[src/rtl/adc_seq_pkg.sv]
`timescale 1ns/1ps
package adc_seq_pkg;

    typedef enum logic [2:0] {
        ST_IDLE   = 3'd0,
        ST_AZ     = 3'd1,
        ST_CONV   = 3'd2,
        ST_STBY   = 3'd3,
        ST_SETTLE = 3'd4
    } seq_state_e;

    typedef struct packed {
        logic standby;
        logic autozero;
        logic sync_drive;
    } seq_cfg_t;

    typedef struct packed {
        logic az_start;
        logic cv_start;
        logic op_done;
        logic stby_done;
    } seq_strobe_t;

    function automatic logic state_active(input seq_state_e s);
        return (s == ST_AZ) || (s == ST_CONV);
    endfunction

    function automatic logic state_powered(input seq_state_e s);
        return s != ST_STBY;
    endfunction

endpackage

[src/rtl/adc_seq_sync_edge.sv]
`timescale 1ns/1ps
module adc_seq_sync_edge #(
    parameter int STAGES = 2
) (
    input  logic clk,
    input  logic rst,
    input  logic clr,
    input  logic din,
    output logic rise
);
    // chain[0..STAGES-1] synchronize, chain[STAGES] holds the previous level
    logic [STAGES:0] chain;

    for (genvar i = 0; i <= STAGES; i++) begin : g_stage
        if (i == 0) begin : g_first
            always_ff @(posedge clk) begin
                if (rst || clr) chain[i] <= 1'b0;
                else            chain[i] <= din;
            end
        end else begin : g_next
            always_ff @(posedge clk) begin
                if (rst || clr) chain[i] <= 1'b0;
                else            chain[i] <= chain[i-1];
            end
        end
    end

    assign rise = chain[STAGES-1] & ~chain[STAGES];

    // an edge is reported for one cycle only
    assert_rise_single_R9: assert property (@(posedge clk) disable iff (rst)
        rise |=> !rise);

endmodule

[src/rtl/adc_seq_settle_timer.sv]
`timescale 1ns/1ps
module adc_seq_settle_timer #(
    parameter int SETTLE_CYC = 64
) (
    input  logic clk,
    input  logic rst,
    input  logic run,
    output logic expired
);
    localparam int CNT_W = (SETTLE_CYC < 2) ? 1 : $clog2(SETTLE_CYC);
    localparam logic [CNT_W-1:0] LAST = CNT_W'(SETTLE_CYC - 1);

    logic [CNT_W-1:0] cnt;

    always_ff @(posedge clk) begin
        if (rst || !run)      cnt <= '0;
        else if (cnt != LAST) cnt <= cnt + 1'b1;
    end

    assign expired = run && (cnt == LAST);

    // window ends once, then the sequencer leaves the settling state
    assert_expire_once_R3: assert property (@(posedge clk) disable iff (rst)
        expired |=> !expired);

    // the counter restarts from zero each time the window opens
    assert_count_start_R3: assert property (@(posedge clk) disable iff (rst)
        $rose(run) |-> (cnt == '0));

endmodule

[src/rtl/adc_seq_fsm.sv]
`timescale 1ns/1ps
module adc_seq_fsm
    import adc_seq_pkg::*;
(
    input  logic        clk,
    input  logic        rst,
    input  seq_cfg_t    cfg,
    input  logic        op_req,
    input  logic        op_cmp,
    input  logic        sync_rise,
    input  logic        conv_done,
    input  logic        settle_expired,
    output seq_strobe_t strobe,
    output logic        step_cmp,
    output logic        busy,
    output logic        clk_en,
    output logic        settle_run,
    output logic        edge_clr
);
    seq_state_e  state, state_nx;
    seq_strobe_t strobe_nx;
    logic        start_ok;
    logic        step_cmp_nx;

    assign start_ok = (state == ST_IDLE) && op_req && (cfg.sync_drive || sync_rise);

    always_comb begin
        state_nx    = state;
        strobe_nx   = '0;
        step_cmp_nx = step_cmp;
        if (cfg.standby) begin
            state_nx    = ST_STBY;
            step_cmp_nx = 1'b0;
        end else begin
            unique case (state)
                ST_IDLE: begin
                    if (start_ok) begin
                        step_cmp_nx = op_cmp;
                        if (cfg.autozero) begin
                            state_nx           = ST_AZ;
                            strobe_nx.az_start = 1'b1;
                        end else begin
                            state_nx           = ST_CONV;
                            strobe_nx.cv_start = 1'b1;
                        end
                    end
                end
                ST_AZ: begin
                    if (conv_done) begin
                        state_nx           = ST_CONV;
                        strobe_nx.cv_start = 1'b1;
                    end
                end
                ST_CONV: begin
                    if (conv_done) begin
                        state_nx          = ST_IDLE;
                        strobe_nx.op_done = 1'b1;
                        step_cmp_nx       = 1'b0;
                    end
                end
                ST_STBY: begin
                    state_nx = ST_SETTLE;
                end
                ST_SETTLE: begin
                    if (settle_expired) begin
                        state_nx            = ST_IDLE;
                        strobe_nx.stby_done = 1'b1;
                    end
                end
                default: state_nx = ST_IDLE;
            endcase
        end
    end

    always_ff @(posedge clk) begin
        if (rst) begin
            state    <= ST_IDLE;
            strobe   <= '0;
            step_cmp <= 1'b0;
        end else begin
            state    <= state_nx;
            strobe   <= strobe_nx;
            step_cmp <= step_cmp_nx;
        end
    end

    assign busy       = state_active(state);
    assign clk_en     = state_powered(state);
    assign settle_run = (state == ST_SETTLE);
    assign edge_clr   = (state == ST_STBY);

    // standby sampled -> powered down and idle on the next cycle
    assert_stby_entry_R2: assert property (@(posedge clk) disable iff (rst)
        cfg.standby |=> (!clk_en && !busy && !strobe.az_start && !strobe.cv_start));

    // nothing starts while settling
    assert_settle_quiet_R4: assert property (@(posedge clk) disable iff (rst)
        settle_run |=> (!strobe.az_start && !strobe.cv_start && !busy));

    // an auto-zero strobe only follows an enabled auto-zero bit
    assert_az_gated_R5: assert property (@(posedge clk) disable iff (rst)
        strobe.az_start |-> $past(cfg.autozero));

    // a direct conversion start from idle means auto-zero was off
    assert_direct_conv_R6: assert property (@(posedge clk) disable iff (rst)
        (strobe.cv_start && $past(state == ST_IDLE)) |-> !$past(cfg.autozero));

    // without a converter response the in-flight step holds, no new start
    assert_no_restart_R10: assert property (@(posedge clk) disable iff (rst)
        (busy && !conv_done && !cfg.standby) |=> (busy && !strobe.az_start && !strobe.cv_start));

    // completion is a single pulse and leaves the block idle
    assert_done_pulse_R12: assert property (@(posedge clk) disable iff (rst)
        strobe.op_done |-> (!busy && clk_en));

    // strobes never overlap
    assert_strobe_excl_R7: assert property (@(posedge clk) disable iff (rst)
        $onehot0(strobe));

endmodule

[src/rtl/adc_step_sequencer.sv]
`timescale 1ns/1ps
module adc_step_sequencer
    import adc_seq_pkg::*;
#(
    parameter int SETTLE_CYC  = 64,
    parameter int SYNC_STAGES = 2
) (
    input  logic clk,
    input  logic rst,
    input  logic cfg_standby,
    input  logic cfg_autozero,
    input  logic cfg_sync_out,
    input  logic op_req,
    input  logic op_cmp,
    input  logic sync_i,
    output logic sync_o,
    output logic sync_oe,
    output logic az_start,
    output logic cv_start,
    output logic step_cmp,
    input  logic conv_done,
    output logic busy,
    output logic op_done,
    output logic clk_en,
    output logic stby_done
);
    seq_cfg_t    cfg;
    seq_strobe_t strobe;
    logic        sync_rise;
    logic        edge_clr;
    logic        settle_run;
    logic        settle_expired;

    assign cfg = '{standby: cfg_standby, autozero: cfg_autozero, sync_drive: cfg_sync_out};

    adc_seq_sync_edge #(.STAGES(SYNC_STAGES)) u_sync (
        .clk  (clk),
        .rst  (rst),
        .clr  (edge_clr),
        .din  (sync_i),
        .rise (sync_rise)
    );

    adc_seq_settle_timer #(.SETTLE_CYC(SETTLE_CYC)) u_settle (
        .clk     (clk),
        .rst     (rst),
        .run     (settle_run),
        .expired (settle_expired)
    );

    adc_seq_fsm u_fsm (
        .clk            (clk),
        .rst            (rst),
        .cfg            (cfg),
        .op_req         (op_req),
        .op_cmp         (op_cmp),
        .sync_rise      (sync_rise),
        .conv_done      (conv_done),
        .settle_expired (settle_expired),
        .strobe         (strobe),
        .step_cmp       (step_cmp),
        .busy           (busy),
        .clk_en         (clk_en),
        .settle_run     (settle_run),
        .edge_clr       (edge_clr)
    );

    assign az_start  = strobe.az_start;
    assign cv_start  = strobe.cv_start;
    assign op_done   = strobe.op_done;
    assign stby_done = strobe.stby_done;
    assign sync_o    = busy;
    assign sync_oe   = cfg_sync_out;

    // captured kind is stable during an operation
    assert_kind_hold_R11: assert property (@(posedge clk) disable iff (rst)
        (busy && $past(busy)) |-> $stable(step_cmp));

    // completion event is only raised with the clock running and idle
    assert_stby_done_R3: assert property (@(posedge clk) disable iff (rst)
        stby_done |-> (clk_en && !busy));

endmodule

[config.mk]
export PLATFORM = sky130hd
export DESIGN_NAME = adc_step_sequencer
export DESIGN_NICKNAME = d
export VERILOG_FILES = /design/src/rtl/adc_seq_pkg.sv /design/src/rtl/adc_seq_sync_edge.sv /design/src/rtl/adc_seq_settle_timer.sv /design/src/rtl/adc_seq_fsm.sv /design/src/rtl/adc_step_sequencer.sv
export SDC_FILE = /design/constraint.sdc
export NUM_CORES = 1
export LEC_CHECK = 0
export CELL_PAD_IN_SITES_DETAIL_PLACEMENT = 0
export CELL_PAD_IN_SITES_GLOBAL_PLACEMENT = 1
export CORE_MARGIN = 8
export CORE_UTILIZATION = 37
export CTS_BUF_LIST = sky130_fd_sc_hd__clkbuf_4
export CTS_CLUSTER_DIAMETER = 40
export DETAILED_ROUTE_END_ITERATION = 7
export PLACE_DENSITY_LB_ADDON = 0.05
export REMOVE_ABC_BUFFERS = 1
export SLEW_MARGIN = 15
export SYNTH_ARGS = -nofsm -noshare
export SYNTH_HDL_FRONTEND = slang
export SYNTH_SLANG_ARGS = --single-unit
[constraint.sdc]
create_clock -name clk -period 1.8 [get_ports clk]
set_input_delay 0.27 -clock clk [delete_from_list [all_inputs] [get_ports clk]]
set_output_delay 0.27 -clock clk [all_outputs]
set_load 0.01 [all_outputs]
=== After elaboration in Yosys (flattened, before gate mapping) ===
Cells that the tools add are included.

* Bits in registers: 17
* Input port bits: 9
* Word-level logic and storage cells: 66

* Add/subtract/negate cells: 1
* Equality and inequality tests: 15
* Mux-type cells: 16
* Bitwise operators: 6
* Reduce and logical (&&, ||, !) cells: 17

{| class="wikitable"
|+ Operator list
! cell !! count
|-
| $pmux W3 S5 || 1
|-
| $mux W3 || 4
|-
| $ne A3 B3 Y1 const B || 3
|-
| $reduce_and A4 Y1 || 2
|-
| $mux W1 || 7
|-
| $add A6 B1 Y6 const B || 1
|-
| $eq A3 B2 Y1 const B || 2
|-
| $eq A6 B6 Y1 const B || 1
|-
| $ne A2 B2 Y1 const B || 3
|-
| $ne A3 B2 Y1 const B || 2
|-
| $ne A6 B6 Y1 const B || 1
|-
| $reduce_or A3 Y1 || 2
|-
| $not A1 Y1 || 5
|-
| $logic_or A1 B1 Y1 || 4
|-
| $mux W2 || 2
|-
| $pmux W1 S2 || 2
|-
| $reduce_or A4 Y1 || 1
|-
| $eq A3 B1 Y1 const B || 1
|-
| $eq A3 B3 Y1 const B || 1
|-
| $logic_and A1 B1 Y1 || 3
|-
| $logic_not A3 Y1 || 1
|-
| $reduce_and A3 Y1 || 1
|-
| $ne A2 B1 Y1 const B || 1
|-
| $reduce_bool A2 Y1 || 1
|-
| other kinds (3) || 3
|}

=== Longest topological paths before layout ===
* Word-level depth: 7
* Depth in mapped cells: 4
* Mapped depth without buffers: 4

=== Modules after synthesis ===
Synthesis repeated with hierarchy kept, for this count alone.

* Cell total of the unflattened synthesis: 76
* Area, all modules: 745.7 µm²

{| class="wikitable"
|+ By module, submodules not included
! module !! instances !! cells an instance !! area an instance (µm²) !! seq. area each (µm²)
|-
| adc_seq_fsm || 1 || 37 || 361.6 || 160.2
|-
| adc_seq_settle_timer || 1 || 30 || 280.3 || 120.1
|-
| adc_seq_sync_edge || 1 || 7 || 88.8 || 60.1
|-
| adc_step_sequencer || 1 || 2 || 15.0 || 0.0
|}

=== Least setup slack after synthesis ===
OpenSTA, ideal clock, no wires.

* Path kind: reg-to-reg
* Start point: reg u_settle.cnt[0]
* End point: reg u_settle.cnt[0]
* Setup time: 0.116 ns
* Data arrival time: 1.200 ns
* Required time: 1.684 ns
* Setup slack: 0.484 ns
* Stages on the path, launching flop included: 5
* Clock period less this slack: 1.316 ns
* Cell sequence: dfxtp_1 ha_1 nand3_1 or3_1 and3_1

* Longest elaborated chain between the ends: 1

{| class="wikitable"
|+ RTL lines
! item !! line !! source
|-
| from (decl) || adc_seq_settle_timer.sv:13 || <nowiki>logic [CNT_W-1:0] cnt;</nowiki>
|-
| from (signal assigned) || adc_seq_settle_timer.sv:17 || <nowiki>else if (cnt != LAST) cnt <= cnt + 1'b1;</nowiki>
|-
| $add A6 B1 Y6 or $ne A6 B6 Y1 (tied branches) || adc_seq_settle_timer.sv:17 ||
|}

Several ways; a longest one is shown, not always the timed one.
A chain may end at the register's enable or synchronous reset.

=== Final worst setup path ===
* Start point: reg u_fsm.state[1]
* End point: out busy

* Longest elaborated chain between the ends: 2

{| class="wikitable"
|+ RTL lines
! item !! line !! source
|-
| from (decl) || adc_seq_fsm.sv:20 || <nowiki>seq_state_e state, state_nx;</nowiki>
|-
| from (signal assigned) || adc_seq_fsm.sv:81 || <nowiki>state <= state_nx;</nowiki>
|-
| $eq A3 B1 Y1 or $eq A3 B2 Y1 (tied branches) || adc_seq_pkg.sv:26 || <nowiki>return (s == ST_AZ) || (s == ST_CONV);</nowiki>
|-
| $logic_or A1 B1 Y1 (*) || adc_seq_pkg.sv:26 ||
|-
| to (decl) || adc_step_sequencer.sv:22 || <nowiki>output logic busy,</nowiki>
|}

Mark *: on every way between the ends. The rest lies on a longest branch, timed or not.

==> impl_metrics.toml <==
[sta]
finalSetupViolCount = 0
clock-skew-final_ns = 0.00256
period_needed_ns = 1.72
finalSetupTns_ns = 0
period_share = 0.954
relSlewSlack = 0.720
max_freq_mhz = 582
drv_slew = 0
hold_viol = 0
worst_pin_slew_ns = 0.418

[logic_synthesis]
yosysTopAreaCell = "dfxtp_1"
syn_area_sq_um = 772
synth_warnings = 0
synth_cells = 84
synth.avg_cell_area_sq_um = 9.19
ys_seq_elements = 17
yosysUniqueCellTypes = 31
seq_area_frac_synth = 0.441
synthTopCellsByArea = "dfxtp_1, mux2i_1, nor2_1"
synth_top_area_share = 0.441

[cts]
cts_buffer_depth = 2
numCtsBuffers = 3
path_clk_slew_ns = 0.10
clkLatencyLatePin_ns = 0.28
htreeDepth = 1
cts_sinks = 17
cts_tree = "done"
root_buffer = "clkbuf_4"

[worst_hold_path]
hold_end = "u_sync.chain[1]$_SDFF_PP0_"
hold_start = "u_sync.chain[0]$_SDFF_PP0_"
hold_depth = 1
min_path_type = "flop to flop"

[setup_path]
cp-start-kind = "flop"
cpPeakStageDelay_ns = 0.55
path_cells = "xnor2_1 -> nor2_1 -> clkdlybuf4s50_1"
criticalPathCategory = "flop to output pin"
setup.reg_to_reg.worst_slack_ns = 0.33
r2r-end = "u_settle.cnt[0]$_SDFFE_PP0N_"
cp_data_arrival_time_ns = 1.45
setup.worst_path.end_class = "output pin"
crit_slowest_cell = "clkdlybuf4s50_1"
reg2reg_from = "u_settle.cnt[0]$_SDFFE_PP0N_"
crit_buf_inv = 1
required_ns = 1.53
cpLargestDelayFamily = "buffers and inverters"
critPathMaxFanout = 7
reg2regPathDepth = 4

[place]
io_buffers = 17
gp_congestion = 0.747
hpwl_um = 1240

[pwr]
powerDensity_nw_per_um2 = 721
p_leak_nw = 0.369
irDropWorstVdd_uv = 352
total_power_mw = 0.724

[final_layout]
fill_cells = 211
regArea_sq_um = 347
nets = 115
n_antenna_cell = 0
drive_above_1_share = 0.0962
multiInputGateArea_sq_um = 394
syn_to_final_growth_pct = 30.0

[routing]
avgViaCountPerCell = 5.06
finalWirelength_um = 1610
num_vias = 663
drc_errors = 0
wl_per_cell_um = 12.3
ant_nets = 0
drt_pass1_iterations = 4
drt_iter0_drc = 11

[global_route]
antenna_found_initial = 0
grt_max_degree = 10
grt_pass1_vias = 659
overflow = 0
grt_first_pass_wirelength_um = 2840
track_usage = 0.0984

[floorplan]
initial_core_util = 0.393
core-area_sq_um = 1960
die_h_um = 61.7
io_pins = 18
rows = 16
fp.dieW_um = 61.7
dieArea_sq_um = 3800

[run_status]
status = "completed"

[job]
drv_cap = 0
## worst reg2reg max path: stages, from the launching register on
cell     delay [ns]
dfxtp_1        0.37
ha_1           0.27
nand3_1        0.19
or3_1          0.38
and3_1         0.16
## per-layer routing
metal,up-vias,track usage,part of all wire,routed length (um)
li1,344,-,-,-
met1,305,0.105,0.44,708
met2,12,0.171,0.49,788
met3,2,0.0292,0.064,103
met4,0,0.0487,0.0074,12
met5,-,0,0,0
## how the worst max path moves through the flow
stage                                      start                            to  slack, ns  cells past startpoint
global route         u_fsm.state[1]$_SDFFE_PP0P_                          busy     -0.001                      3
detailed placement                  cfg_sync_out                       sync_oe       0.16                      2
CTS                  u_fsm.state[1]$_SDFFE_PP0P_                          busy       0.03                      3
finish               u_fsm.state[1]$_SDFFE_PP0P_                          busy       0.08                      3
global placement                    cfg_sync_out                       sync_oe       0.17                      2
floorplan           u_settle.cnt[0]$_SDFFE_PP0N_  u_settle.cnt[0]$_SDFFE_PP0N_       0.48                      4
## kinds of logic after synthesis
kind of cell	Yosys count	share of synthesized area
flops	17	0.441
mux	3	0.0389
compound gates	17	0.149
simple gates	39	0.295
xor+xnor	1	0.0113
fa+ha+maj	1	0.0162
buf+inv	6	0.0486
## area by class of cell
| type | instances | share of cell area |
|---|---|---|
| Clock buffer | 4 | 0.0299 |
| Inverter | 3 | 0.0112 |
| Multi-Input combinational cell | 61 | 0.393 |
| Sequential cell | 17 | 0.345 |
| Tap cell | 27 | 0.0337 |
| Timing Repair Buffer | 19 | 0.187 |
## flip-flops by register name, indices dropped and copies added, names as in the netlist
signal / cells
u_settle.cnt: 6
u_fsm.strobe: 4
u_fsm.state: 3
u_sync.chain: 3
u_fsm.step_cmp: 1
## cell usage after synthesis
library cell	count
o41ai_1	1
xnor2_1	1
mux2i_1	3
and3_1	2
nor3_1	2
ha_1	1
nor3b_1	1
o21ai_1	3
o2111ai_1	3
nand3_1	5
a21oi_1	2
o32ai_1	1
buf_6	1
a31oi_1	2
buf_4	2
nor2b_1	4
and2_1	4
nand2_1	7
o21bai_1	1
a211oi_1	1
nand4bb_1	1
a221oi_1	1
o21ai_0	2
nor4b_1	1
nand3b_1	1
or3_1	1
nor4b_4	1
inv_1	3
and4_1	1
dfxtp_1	17
nor2_1	8
## repair_timing
item                       CTS  global route
resized for setup            2             3
buffers inserted             0             0
setup endpoints to repair    2             3
hold buffers                 0             0
## where the power goes
part,internal [mW],switching [mW],total (mW)
Sequential,0.387,0.0122,0.399
Clock,0.101,0.114,0.215
Combinational,0.0611,0.0483,0.109
## cells in the final DEF (no fill, tap or decap)
cell type / n
inv_1: 3
or3_1: 1
a21oi_1: 2
dlymetal6s2s_1: 1
nor4b_4: 1
o21bai_1: 1
nor3_1: 2
nand3_1: 5
a211oi_1: 1
mux2i_1: 3
clkbuf_4: 4
dfxtp_2: 2
xnor2_1: 1
dfxtp_4: 1
and3_1: 2
nand4bb_1: 1
a221oi_1: 1
and2_1: 4
nor2b_1: 4
dfxtp_1: 14
o21ai_1: 3
ha_1: 1
nor2_1: 8
buf_4: 2
o2111ai_1: 3
nand3b_1: 1
clkdlybuf4s50_1: 16
o32ai_1: 1
o41ai_1: 1
nor3b_1: 1
o21ai_0: 2
nand2_1: 7
nor4b_1: 1
a31oi_1: 2
and4_1: 1
## stage by stage
step                hold slack, ns  cells  utilization  setup WS, ns  instance area (sq um)
floorplan                    0.343     81            -         0.484                    746
global placement             0.410    127        0.492         0.167                    965
detailed placement           0.415    127        0.492         0.161                    965
CTS                          0.439    131        0.508        0.0313                    997
global route                 0.449    131        0.511     -0.000955                   1000
finish                       0.434    131        0.511        0.0822                   1000
(Power assumes the default switching activity.)
